File: config.mk
export PLATFORM = sky130hd
export DESIGN_NAME = irq_combiner
export DESIGN_NICKNAME = d
export VERILOG_FILES = /design/src/rtl/irq_combiner_pkg.sv /design/src/rtl/irq_status_bank.sv /design/src/rtl/irq_cfg_regs.sv /design/src/rtl/irq_router.sv /design/src/rtl/irq_combiner.sv
export SDC_FILE = /design/constraint.sdc
export NUM_CORES = 1
export LEC_CHECK = 0
export ABC_AREA = 1
export BUFFER_PORTS_ARGS = -buffer_cell sky130_fd_sc_hd__buf_2
export CAP_MARGIN = 20
export CORE_UTILIZATION = 36
export CTS_BUF_LIST = sky130_fd_sc_hd__clkbuf_8 sky130_fd_sc_hd__clkbuf_16
export CTS_CLUSTER_SIZE = 16
export DETAILED_ROUTE_END_ITERATION = 12
export GPL_ROUTABILITY_DRIVEN = 0
export PLACE_DENSITY_LB_ADDON = 0.3
export SETUP_SLACK_MARGIN = 0.02
export SLEW_MARGIN = 20
export SYNTH_ARGS = -nofsm -noshare
export SYNTH_HDL_FRONTEND = slang
export SYNTH_SLANG_ARGS = --single-unit
File: constraint.sdc
create_clock -name clk -period 1.4 [get_ports clk]
set_input_delay 0.14 -clock clk [delete_from_list [all_inputs] [get_ports clk]]
set_output_delay 0.14 -clock clk [all_outputs]
set_load 0.03 [all_outputs]
File: src/rtl/irq_combiner_pkg.sv
// Package: shared register address encoding for the interrupt combiner.
// Assumes a two-bit register address space.
package irq_combiner_pkg;
    typedef enum logic [1:0] {
        RA_STATUS = 2'd0,
        RA_MASK   = 2'd1,
        RA_CTRL   = 2'd2,
        RA_NONE   = 2'd3
    } reg_addr_e;
endpackage

File: src/rtl/irq_status_bank.sv
// Module: sticky pending bits, one per interrupt source.
// Each bit is set by its event flag and cleared by a clear strobe.
// Set has priority over clear. Assumes clr_vec is only non-zero during a
// status-address write.
module irq_status_bank #(
    parameter int NSRC = 5
) (
    input  logic            clk,
    input  logic            rst_n,
    input  logic [NSRC-1:0] set_vec,
    input  logic [NSRC-1:0] clr_vec,
    output logic [NSRC-1:0] status
);
    for (genvar i = 0; i < NSRC; i++) begin : g_bit
        // Purpose: latch one source, with set winning over clear.
        always_ff @(posedge clk) begin
            if (!rst_n)          status[i] <= 1'b0;
            else if (set_vec[i]) status[i] <= 1'b1;
            else if (clr_vec[i]) status[i] <= 1'b0;
        end

        a_r1_event_sets: assert property (@(posedge clk) disable iff (!rst_n)
            set_vec[i] |=> status[i]);
        a_r2_sticky: assert property (@(posedge clk) disable iff (!rst_n)
            (status[i] && !clr_vec[i]) |=> status[i]);
        a_r3_clear: assert property (@(posedge clk) disable iff (!rst_n)
            (clr_vec[i] && !set_vec[i]) |=> !status[i]);
        a_r4_set_wins: assert property (@(posedge clk) disable iff (!rst_n)
            (clr_vec[i] && set_vec[i]) |=> status[i]);
    end
endmodule

File: src/rtl/irq_cfg_regs.sv
// Module: holds the per-source enable mask and the split control bit.
// Assumes the write strobes are already decoded, at most one at a time.
module irq_cfg_regs #(
    parameter int NSRC = 5
) (
    input  logic            clk,
    input  logic            rst_n,
    input  logic            mask_we,
    input  logic            ctrl_we,
    input  logic [NSRC-1:0] wr_data,
    input  logic            split_in,
    output logic [NSRC-1:0] mask,
    output logic            split_en
);
    // Purpose: load the enable mask on a mask-address write.
    always_ff @(posedge clk) begin
        if (!rst_n)       mask <= '0;
        else if (mask_we) mask <= wr_data;
    end

    // Purpose: load the split bit on a control-address write.
    always_ff @(posedge clk) begin
        if (!rst_n)       split_en <= 1'b0;
        else if (ctrl_we) split_en <= split_in;
    end

    a_r5_mask_holds: assert property (@(posedge clk) disable iff (!rst_n)
        !mask_we |=> $stable(mask));
    a_r7_split_holds: assert property (@(posedge clk) disable iff (!rst_n)
        !ctrl_we |=> $stable(split_en));
endmodule

File: src/rtl/irq_router.sv
// Module: gates pending bits with the mask and routes them to two lines.
// Sources of channel 1 and above go to the auxiliary line when split is on.
// Channel 0 sources and the error source stay on the main line.
// Purely combinational; assumes the layout tx=2c, rx=2c+1, error=top bit.
module irq_router #(
    parameter int NUM_CH = 2
) (
    input  logic [2*NUM_CH:0] status,
    input  logic [2*NUM_CH:0] mask,
    input  logic              split_en,
    output logic              irq_main,
    output logic              irq_aux
);
    localparam int NSRC    = 2 * NUM_CH + 1;
    localparam int ERR_BIT = 2 * NUM_CH;

    logic [NSRC-1:0] aux_set;
    logic [NSRC-1:0] pend;

    for (genvar i = 0; i < NSRC; i++) begin : g_route
        if (i >= 2 && i < ERR_BIT) begin : g_aux
            assign aux_set[i] = 1'b1;
        end else begin : g_main
            assign aux_set[i] = 1'b0;
        end
    end

    // Purpose: form the enabled pending set and OR it onto each line.
    always_comb begin
        pend     = status & mask;
        irq_aux  = split_en & (|(pend & aux_set));
        irq_main = split_en ? |(pend & ~aux_set) : |pend;
    end
endmodule

File: src/rtl/irq_combiner.sv
// Module: top of the interrupt combiner for one network interface.
// Packs the event flags into the source vector and decodes the register port.
// Instantiates the pending bank, the config registers and the router.
// Assumes event flags are synchronous to clk.
module irq_combiner
    import irq_combiner_pkg::*;
#(
    parameter int NUM_CH = 2
) (
    input  logic                clk,
    input  logic                rst_n,
    input  logic [NUM_CH-1:0]   tx_evt,
    input  logic [NUM_CH-1:0]   rx_evt,
    input  logic                err_evt,
    input  logic                wr_en,
    input  logic [1:0]          wr_addr,
    input  logic [2*NUM_CH:0]   wr_data,
    input  logic [1:0]          rd_addr,
    output logic [2*NUM_CH:0]   rd_data,
    output logic                irq_main,
    output logic                irq_aux
);
    localparam int NSRC    = 2 * NUM_CH + 1;
    localparam int ERR_BIT = 2 * NUM_CH;

    logic [NSRC-1:0] evt_vec;
    logic [NSRC-1:0] clr_vec;
    logic [NSRC-1:0] status;
    logic [NSRC-1:0] mask;
    logic            split_en;
    logic            mask_we;
    logic            ctrl_we;

    for (genvar c = 0; c < NUM_CH; c++) begin : g_pack
        assign evt_vec[2*c]   = tx_evt[c];
        assign evt_vec[2*c+1] = rx_evt[c];
    end
    assign evt_vec[ERR_BIT] = err_evt;

    // Purpose: decode the write port into clear and load strobes.
    always_comb begin
        clr_vec = (wr_en && wr_addr == RA_STATUS) ? wr_data : '0;
        mask_we = wr_en && (wr_addr == RA_MASK);
        ctrl_we = wr_en && (wr_addr == RA_CTRL);
    end

    // Purpose: select the register seen on the read port.
    always_comb begin
        unique case (reg_addr_e'(rd_addr))
            RA_STATUS: rd_data = status;
            RA_MASK:   rd_data = mask;
            RA_CTRL:   rd_data = {{(NSRC-1){1'b0}}, split_en};
            default:   rd_data = '0;
        endcase
    end

    irq_status_bank #(.NSRC(NSRC)) i_bank (
        .clk     (clk),
        .rst_n   (rst_n),
        .set_vec (evt_vec),
        .clr_vec (clr_vec),
        .status  (status)
    );

    irq_cfg_regs #(.NSRC(NSRC)) i_cfg (
        .clk      (clk),
        .rst_n    (rst_n),
        .mask_we  (mask_we),
        .ctrl_we  (ctrl_we),
        .wr_data  (wr_data),
        .split_in (wr_data[0]),
        .mask     (mask),
        .split_en (split_en)
    );

    irq_router #(.NUM_CH(NUM_CH)) i_router (
        .status   (status),
        .mask     (mask),
        .split_en (split_en),
        .irq_main (irq_main),
        .irq_aux  (irq_aux)
    );

    a_r6_aux_off: assert property (@(posedge clk) disable iff (!rst_n)
        !split_en |-> !irq_aux);
    a_r8_err_main: assert property (@(posedge clk) disable iff (!rst_n)
        (status[ERR_BIT] && mask[ERR_BIT]) |-> irq_main);
    a_r5_mask_gate: assert property (@(posedge clk) disable iff (!rst_n)
        (mask == '0) |-> (!irq_main && !irq_aux));
    a_r7_ch0_main: assert property (@(posedge clk) disable iff (!rst_n)
        (split_en && (|(status[1:0] & mask[1:0]))) |-> irq_main);
endmodule

==> results.txt, run 1 <==
Syn Nets - 104
Synth cell types - 10
Mapped Cells - 87
top-area cell type share of the netlist area - 0.402
buffer and inverter count on the worst path - 2
crit-path max FO - 2
FF-to-FF Start - i_cfg.split_en
hold path cells - 3
Clk pwr share - 0.389
residual DRC count - 0
Max Root-Sink Buffers - 2
FF-to-FF End - i_cfg.split_en
Setup TNS Final - 0 ps
post-route ant nets - 0
post-synthesis sequential area ratio - 0.402
Logic pwr share - 0.165
Critical Path AT - 1100 ps
hold_sp - rx_evt[1]
initial antenna violation count - 0
sw power - 0.205 mW
drt total wl - 1.22 mm
Sequential Power Share - 0.445
Ports - 24
Slowest Stage Delay on Critical Path - 330 ps
WL per Instance - 9.45 microns
startpoint types - register
area of the mapped netlist - 548 sq um
Tcrit/Tclk final - 0.882
Primary FF master, synth - dfxtp_1
vias in the first global route - 464
RSZ-0062 raised after global routing - false
hold_buf cts - 0
layout cells sized above 1 - 0.246
Clock Tree Root - clkbuf_8
PwrDens - 1070 nW/um^2
pre-CTS setup slack - 358 ps
total power - 0.779 mW
max cap viols - 0
Layout Cells excl Fill - 129
CP Class - register to output pin
DRT Pass-1 Iters - 4
VDD IR-drop max - 0.627 mV
Hold WS - 139 ps
Critical Path, Cell by Cell - inv_1 > o21ai_0 > a21oi_1 > nand2_1 > buf_2
Clock Latency Late Sink - 230 ps
final hold vios - 0
EDFF count, synth - 0
internal power - 0.574 mW
largest area contributor in the netlist - dfxtp_1
FF-to-FF setup slack - 730 ps
Leak - 0.390 nW
# setup viols final - 0
Port Buffers - 23
Tightest Pin Transition - 325 ps
Post-synth top cells - 15 x inv_1, 15 x nand2_1, 15 x nor2_1
Die Wd - 41.0 microns
worst r2r path cells - 4
Initial DRC Count - 13
status - finished, final reports clean
Syn-to-layout area delta - 33.1%
grt ovf - 0
Worst Path Required - 1260 ps
switching share of power - 0.264
fmax - 810 MHz
first-pass GRT wire length - 1.79 mm
die area - 1680 sq um
placed cell count - 125
Hold WC Path Type - primary input to register
hpwl dp - 977 microns
Tmin final - 1240 ps
setup ws final - 165 ps
Critical-path top delay cell - dfxtp_1
core area - 1350 sq um
largest net degree at the start of global routing - 9
Worst Skew - 0 ps
CTS tree - done
largest cells by area after synthesis - dfxtp_1 40%, nand3_1 13%, inv_1 10%
Syn Area/Cell - 6.30 sq um
Vias - 626
CP delay by family, top - flip-flops
slew margin rel. - 0.782
Post-layout nets - 132
Antenna diodes - 0
H-tree Lvls - 1
final max-slew violation count - 0
Clk pin slew, worst setup/hold paths - 50 ps
gr usage total - 0.167
hold path endpoint - i_bank.status[3]
Die Y - 41.0 microns
clk sinks - 11
synthesized flop and latch total - 11
async set-reset flop share out of synthesis - 0
Warnings, synthesis - 0
Crit. End Element - output pin
mean number of vias per cell - 4.85
Initial Util - 0.406
cts bufs inserted - 3
# rows - 13
==> how the worst max path moves through the flow <==
stage | from | to | slack (ps) | cells past startpoint
floorplan | i_cfg.mask[2] | irq_aux | 260 | 4
global placement | i_cfg.mask[2] | irq_aux | 380 | 5
detailed placement | i_cfg.mask[2] | irq_aux | 360 | 5
CTS | i_cfg.mask[2] | irq_aux | 100 | 5
global route | i_cfg.mask[2] | irq_aux | 70 | 5
finish | i_bank.status[1] | irq_main | 160 | 5
==> cells by family after synthesis <==
group           Yosys count  share of synthesized area
compound gates           15                      0.142
buf+inv                  16                      0.112
flops                    11                      0.402
simple gates             45                      0.345
==> sequential cells by signal, summed over array words and instances, names as in the netlist <==
name,flops
i_bank.status,5
i_cfg.mask,5
i_cfg.split_en,1
==> tightest hold or removal path, stage by stage <==
cell	delay (ps)
buf_2	90
inv_1	40
a21oi_1	50
==> metrics by stage <==
step,area (sq um),util
3_3_place_gp,682,0.505
4_1_cts,727,0.538
3_5_place_dp,682,0.505
5_1_grt,729,0.540
2_1_floorplan,548,-
6_report,729,0.540
==> power by group through the flow <==
stage               Combinational (mW)  Clock (mW)  Sequential (mW)
detailed placement               0.128           0            0.353
global placement                 0.127           0            0.352
floorplan                       0.0791           0            0.349
global route                     0.145       0.326            0.348
CTS                              0.129       0.312            0.347
finish                           0.129       0.303            0.347
==> layout make-up <==
| type | instances | area, sq um |
|---|---|---|
| clock buffer | 3 | 41.3 |
| clock inverter | 1 | 3.75 |
| fill | 143 | 621 |
| inverter | 16 | 61.3 |
| multi-input combinational | 60 | 267 |
| sequential | 11 | 220 |
| tap | 15 | 18.8 |
| timing repair buffer | 23 | 118 |
==> layout by cell type, fill, tap and decap left out <==
cell / synthesis / routed
o22ai_1: 2 / 2
nor2_1: 15 / 15
nand2_2: 1 / 1
buf_2: 0 / 22
clkbuf_8: 0 / 3
dfxtp_1: 11 / 11
inv_1: 15 / 16
clkinv_2: 1 / 1
nand3_1: 14 / 14
nand2_1: 15 / 15
o21ai_0: 7 / 6
o21ai_1: 0 / 1
a21oi_1: 6 / 6
clkbuf_4: 0 / 1
==> routing by layer <==
metal | share of wire | track usage
met5 | 0 | 0
met2 | 0.44 | 0.258
met4 | 0.0041 | 0.0750
met1 | 0.49 | 0.221
met3 | 0.065 | 0.0326
==> what timing repair did <==
| item | 4_1_cts | 5_1_grt |
|---|---|---|
| buffers inserted | 0 | 0 |
| resized for setup | 0 | 2 |
| endpoints found under the setup margin | 0 | 2 |
Power figures use the tool's default switching activity.
==> inputs of run 2 (changes only) <==
--- a/config.mk
+++ b/config.mk
@@ -9,7 +9,6 @@
 export BUFFER_PORTS_ARGS = -buffer_cell sky130_fd_sc_hd__buf_2
 export CAP_MARGIN = 20
 export CORE_UTILIZATION = 36
-export CTS_BUF_LIST = sky130_fd_sc_hd__clkbuf_8 sky130_fd_sc_hd__clkbuf_16
 export CTS_CLUSTER_SIZE = 16
 export DETAILED_ROUTE_END_ITERATION = 12
 export GPL_ROUTABILITY_DRIVEN = 0
==> run 2 against run 1 <==
  * Maximum frequency down 2.9%
  * Register-to-register slack about the same
  * Combinational power about the same
  * Cell count unchanged
  * Utilization down 1.4 points
  * Clock power down 30%
  * Largest power group unchanged
==> results.txt, run 2 (synthesis gave the netlist of run 1 again) <==
status - finished, final reports clean
Worst Skew - 0 ps
drt total wl - 1.18 mm
Hold WC Path Type - primary input to register
final max-slew violation count - 0
cts repair resizes - 0
Clock Latency Late Sink - 260 ps
post-route ant nets - 0
Vias - 616
gr usage total - 0.170
fin util - 0.526
startpoint types - register
Crit. End Element - output pin
Post-layout nets - 132
Die Wd - 41.0 microns
Fillers - 145
cts bufs inserted - 3
# setup viols final - 0
total power - 0.687 mW
PwrDens - 966 nW/um^2
Largest regs - i_bank.status (5), i_cfg.mask (5), i_cfg.split_en (1)
Ports - 24
Clk pin slew, worst setup/hold paths - 70 ps
vias in the first global route - 468
core area - 1350 sq um
VDD IR-drop max - 0.506 mV
first-pass GRT wire length - 1.79 mm
Initial Util - 0.406
final hold vios - 0
DRT Pass-1 Iters - 4
WL per Instance - 9.12 microns
residual DRC count - 0
clk sinks - 11
H-tree Lvls - 1
most frequent cells in the layout - 22 x buf_2, 15 x inv_1, 15 x nand2_1, 15 x nor2_1, 14 x nand3_1
layout cells sized above 1 - 0.246
Clock Tree Root - clkbuf_4
grt ovf - 0
Leak - 0.378 nW
CTS tree - done
Syn-to-layout area delta - 29.7%
hold_buf cts - 0
Worst Path Required - 1260 ps
Critical Path AT - 1130 ps
hpwl dp - 977 microns
slew margin rel. - 0.792
CP Class - register to output pin
fmax - 786 MHz
Initial DRC Count - 10
setup ws final - 128 ps
area of the multi-input gates - 267 sq um
# rows - 13
Port Buffers - 23
crit-path max FO - 2
leading cell type in the layout, fill and taps excluded - buf_2
Die Y - 41.0 microns
Setup TNS Final - 0 ps
mean number of vias per cell - 4.78
pre-CTS setup slack - 358 ps
die area - 1680 sq um
initial antenna violation count - 0
max cap viols - 0
Max Root-Sink Buffers - 2
largest net degree at the start of global routing - 9
Antenna diodes - 0
Tmin final - 1270 ps
Tcrit/Tclk final - 0.909
Sequential Area - 220 sq um
RSZ-0062 raised after global routing - false
Tightest Pin Transition - 311 ps
postcts setup bufs - 0
==> run 2: cell types whose count changed in the layout (fill, tap and decap cells not counted) <==
cell / change
inv_1: -1
clkbuf_8: -3
clkbuf_1: +1
clkbuf_4: +3
==> run 2: layout make-up <==
| cell class | instances | area share |
|---|---|---|
| flip-flops and latches | 11 | 0.310 |
| well taps | 15 | 0.0264 |
| clock buffers | 4 | 0.0370 |
| inverters | 16 | 0.0863 |
| repair buffers | 23 | 0.165 |
| multi-input cells | 60 | 0.375 |
==> run 2: worst paths after layout <==
kind / cells after the start / startpoint / slack [ps] / to
worst max register to register: 4 / i_cfg.split_en / 740 / i_cfg.split_en
worst min register to register: 2 / i_bank.status[1] / 470 / i_bank.status[1]
worst max-delay path: 5 / i_bank.status[1] / 130 / irq_main
worst min-delay path: 3 / rx_evt[1] / 100 / i_bank.status[3]
==> run 2: metal layers <==
layer  share of wire  track usage
met3           0.075       0.0326
met2            0.42        0.262
met4           0.019        0.100
met1            0.48        0.218
met5               0            0
==> run 2: report_power, final <==
group	internal (mW)	switching, mW	leakage, nW
logic	0.0482	0.0797	0.272
registers	0.332	0.0132	0.0910
clock network	0.110	0.103	0.0150
total	0.491	0.196	0.378
==> run 2: per-stage QoR <==
| step | area, sq um | hold slack [ps] | cells |
|---|---|---|---|
| finish | 711 | 104 | 129 |
| global route | 711 | 109 | 129 |
| CTS | 708 | 99.3 | 129 |
| detailed placement | 682 | 383 | 125 |
| global placement | 682 | 379 | 125 |
| floorplan | 548 | 260 | 87 |
==> run 2: critical path, cell delays in order (launching register included) <==
cell and delay [ps]:
dfxtp_1 340, inv_1 60, o21ai_0 170, a21oi_1 60, nand2_1 50, buf_2 180
==> inputs of run 3 (changes only) <==
--- a/config.mk
+++ b/config.mk
@@ -13,6 +13,7 @@
 export DETAILED_ROUTE_END_ITERATION = 12
 export GPL_ROUTABILITY_DRIVEN = 0
 export PLACE_DENSITY_LB_ADDON = 0.3
+export REMOVE_ABC_BUFFERS = 1
 export SETUP_SLACK_MARGIN = 0.02
 export SLEW_MARGIN = 20
 export SYNTH_ARGS = -nofsm -noshare
==> constraint.sdc (replaced) <==
create_clock -name clk -period 1.35 [get_ports clk]
set_input_delay 0.135 -clock clk [delete_from_list [all_inputs] [get_ports clk]]
set_output_delay 0.135 -clock clk [all_outputs]
set_load 0.03 [all_outputs]
==> run 3 against run 2 <==
  * Sequential share of layout area shrank 0.15 points
  * Worst hold slack lost 10 ps
  * Sequential cell count is the same
  * Total power grew 4.8%
  * Critical path depth is the same
  * Largest power group unchanged
  * Cell count is the same
==> results.txt, run 3 (synthesis gave the netlist of run 1 again) <==
Max Root-Sink Buffers - 2
Critical Path, Cell by Cell - nand2_1 > o21ai_1 > a21oi_1 > nand2_1 > clkbuf_4
# setup viols final - 0
most frequent cells in the layout - 21 x buf_2, 15 x inv_1, 15 x nand2_1, 15 x nor2_1, 14 x nand3_1
Tcrit/Tclk final - 0.906
Antenna diodes - 0
CTS tree - done
first-pass GRT wire length - 1.86 mm
crit-path max FO - 3
vias in the first global route - 477
GR Util met3 - 0.0326
Critical Path AT - 1090 ps
Setup TNS Final - 0 ps
Hold WC Path Type - primary input to register
GRT Max-Usage Layer - met2
final max-slew violation count - 0
leading cell type in the layout, fill and taps excluded - buf_2
status - finished, final reports clean
grt ovf - 0
Vias - 599
Die Wd - 41.0 microns
Ports - 24
PwrDens - 1000 nW/um^2
Clock Latency Late Sink - 270 ps
hpwl dp - 966 microns
cts repair resizes - 1
initial antenna violation count - 0
Leak - 0.381 nW
setup ws final - 127 ps
final hold vios - 0
Slowest Stage Delay on Critical Path - 340 ps
met2 Use GR - 0.273
buffer and inverter count on the worst path - 1
Clk pin slew, worst setup/hold paths - 70 ps
mean number of vias per cell - 4.64
met1 Resource Use GR - 0.216
Clock Tree Root - clkbuf_4
core area - 1350 sq um
largest net degree at the start of global routing - 9
Post-layout nets - 132
slew margin rel. - 0.808
Worst Skew - 0 ps
Die Y - 41.0 microns
post-route ant nets - 0
H-tree Lvls - 1
RSZ-0062 raised after global routing - false
Largest regs - i_bank.status (5), i_cfg.mask (5), i_cfg.split_en (1)
CP delay by family, top - flip-flops
layout cells sized above 1 - 0.263
Top cell by count, worst path - nand2_1
VDD IR-drop max - 0.501 mV
max cap viols - 0
Tightest Pin Transition - 286 ps
CP Class - register to output pin
Tmin final - 1220 ps
Initial DRC Count - 11
Fillers - 139
Syn-to-layout area delta - 31.1%
cts bufs inserted - 3
clk sinks - 11
hold_buf cts - 0
postcts setup bufs - 0
fmax - 818 MHz
# rows - 13
die area - 1680 sq um
drt total wl - 1.20 mm
pre-CTS setup slack - 309 ps
residual DRC count - 0
Port Buffers - 23
WL per Instance - 9.28 microns
placed instance area - 682 sq um
Critical-path top delay cell - dfxtp_1
post-route cell area - 718 sq um
Worst Path Required - 1220 ps
gr usage total - 0.176
Crit. End Element - output pin
DRT Pass-1 Iters - 4
startpoint types - register
Initial Util - 0.406
==> run 3: cell type report <==
cell class              count  area, sq um  area share
clock buffers               4         26.3      0.0366
inverters                  16         61.3      0.0854
multi-input cells          60          270       0.376
flip-flops and latches     11          221       0.308
well taps                  15         18.8      0.0261
repair buffers             23          120       0.167
==> run 3: worst register-to-register path: cells and delay by family, from the launching register on <==
kind / cells / cell delay, ps
flops: 1 / 310
simple gates: 3 / 150
buf+inv: 1 / 100
==> run 3: final timing paths <==
check	startpoint	endpoint	slack (ps)	depth (start not counted)
setup / recovery	i_bank.status[0]	irq_main	130	5
hold / removal	tx_evt[0]	i_bank.status[0]	90	3
setup reg to reg	i_cfg.split_en	i_cfg.split_en	680	4
hold reg to reg	i_bank.status[1]	i_bank.status[1]	470	2
==> run 3: per-stage QoR <==
stage	hold slack, ps	total power, mW	std cells	utilization
after global routing	102	0.762	129	0.532
final	93.6	0.720	129	0.532
after detailed placement	378	0.499	125	0.505
after floorplan	255	0.443	87	-
after CTS	87.9	0.725	129	0.525
after global placement	374	0.497	125	0.505
==> run 3: where the power goes <==
part | total (mW) | internal [mW] | leakage [nW] | switching (mW)
logic | 0.136 | 0.0519 | 0.274 | 0.0841
registers | 0.359 | 0.345 | 0.0915 | 0.0137
clock network | 0.225 | 0.115 | 0.0150 | 0.110
total | 0.720 | 0.511 | 0.381 | 0.208
==> run 3: routing by layer <==
layer,routed length [microns],vias up,part of all wire
met4,23,0,0.019
met3,71,4,0.059
met2,502,21,0.42
met5,0,-,0
met1,600,242,0.50
li1,-,332,-
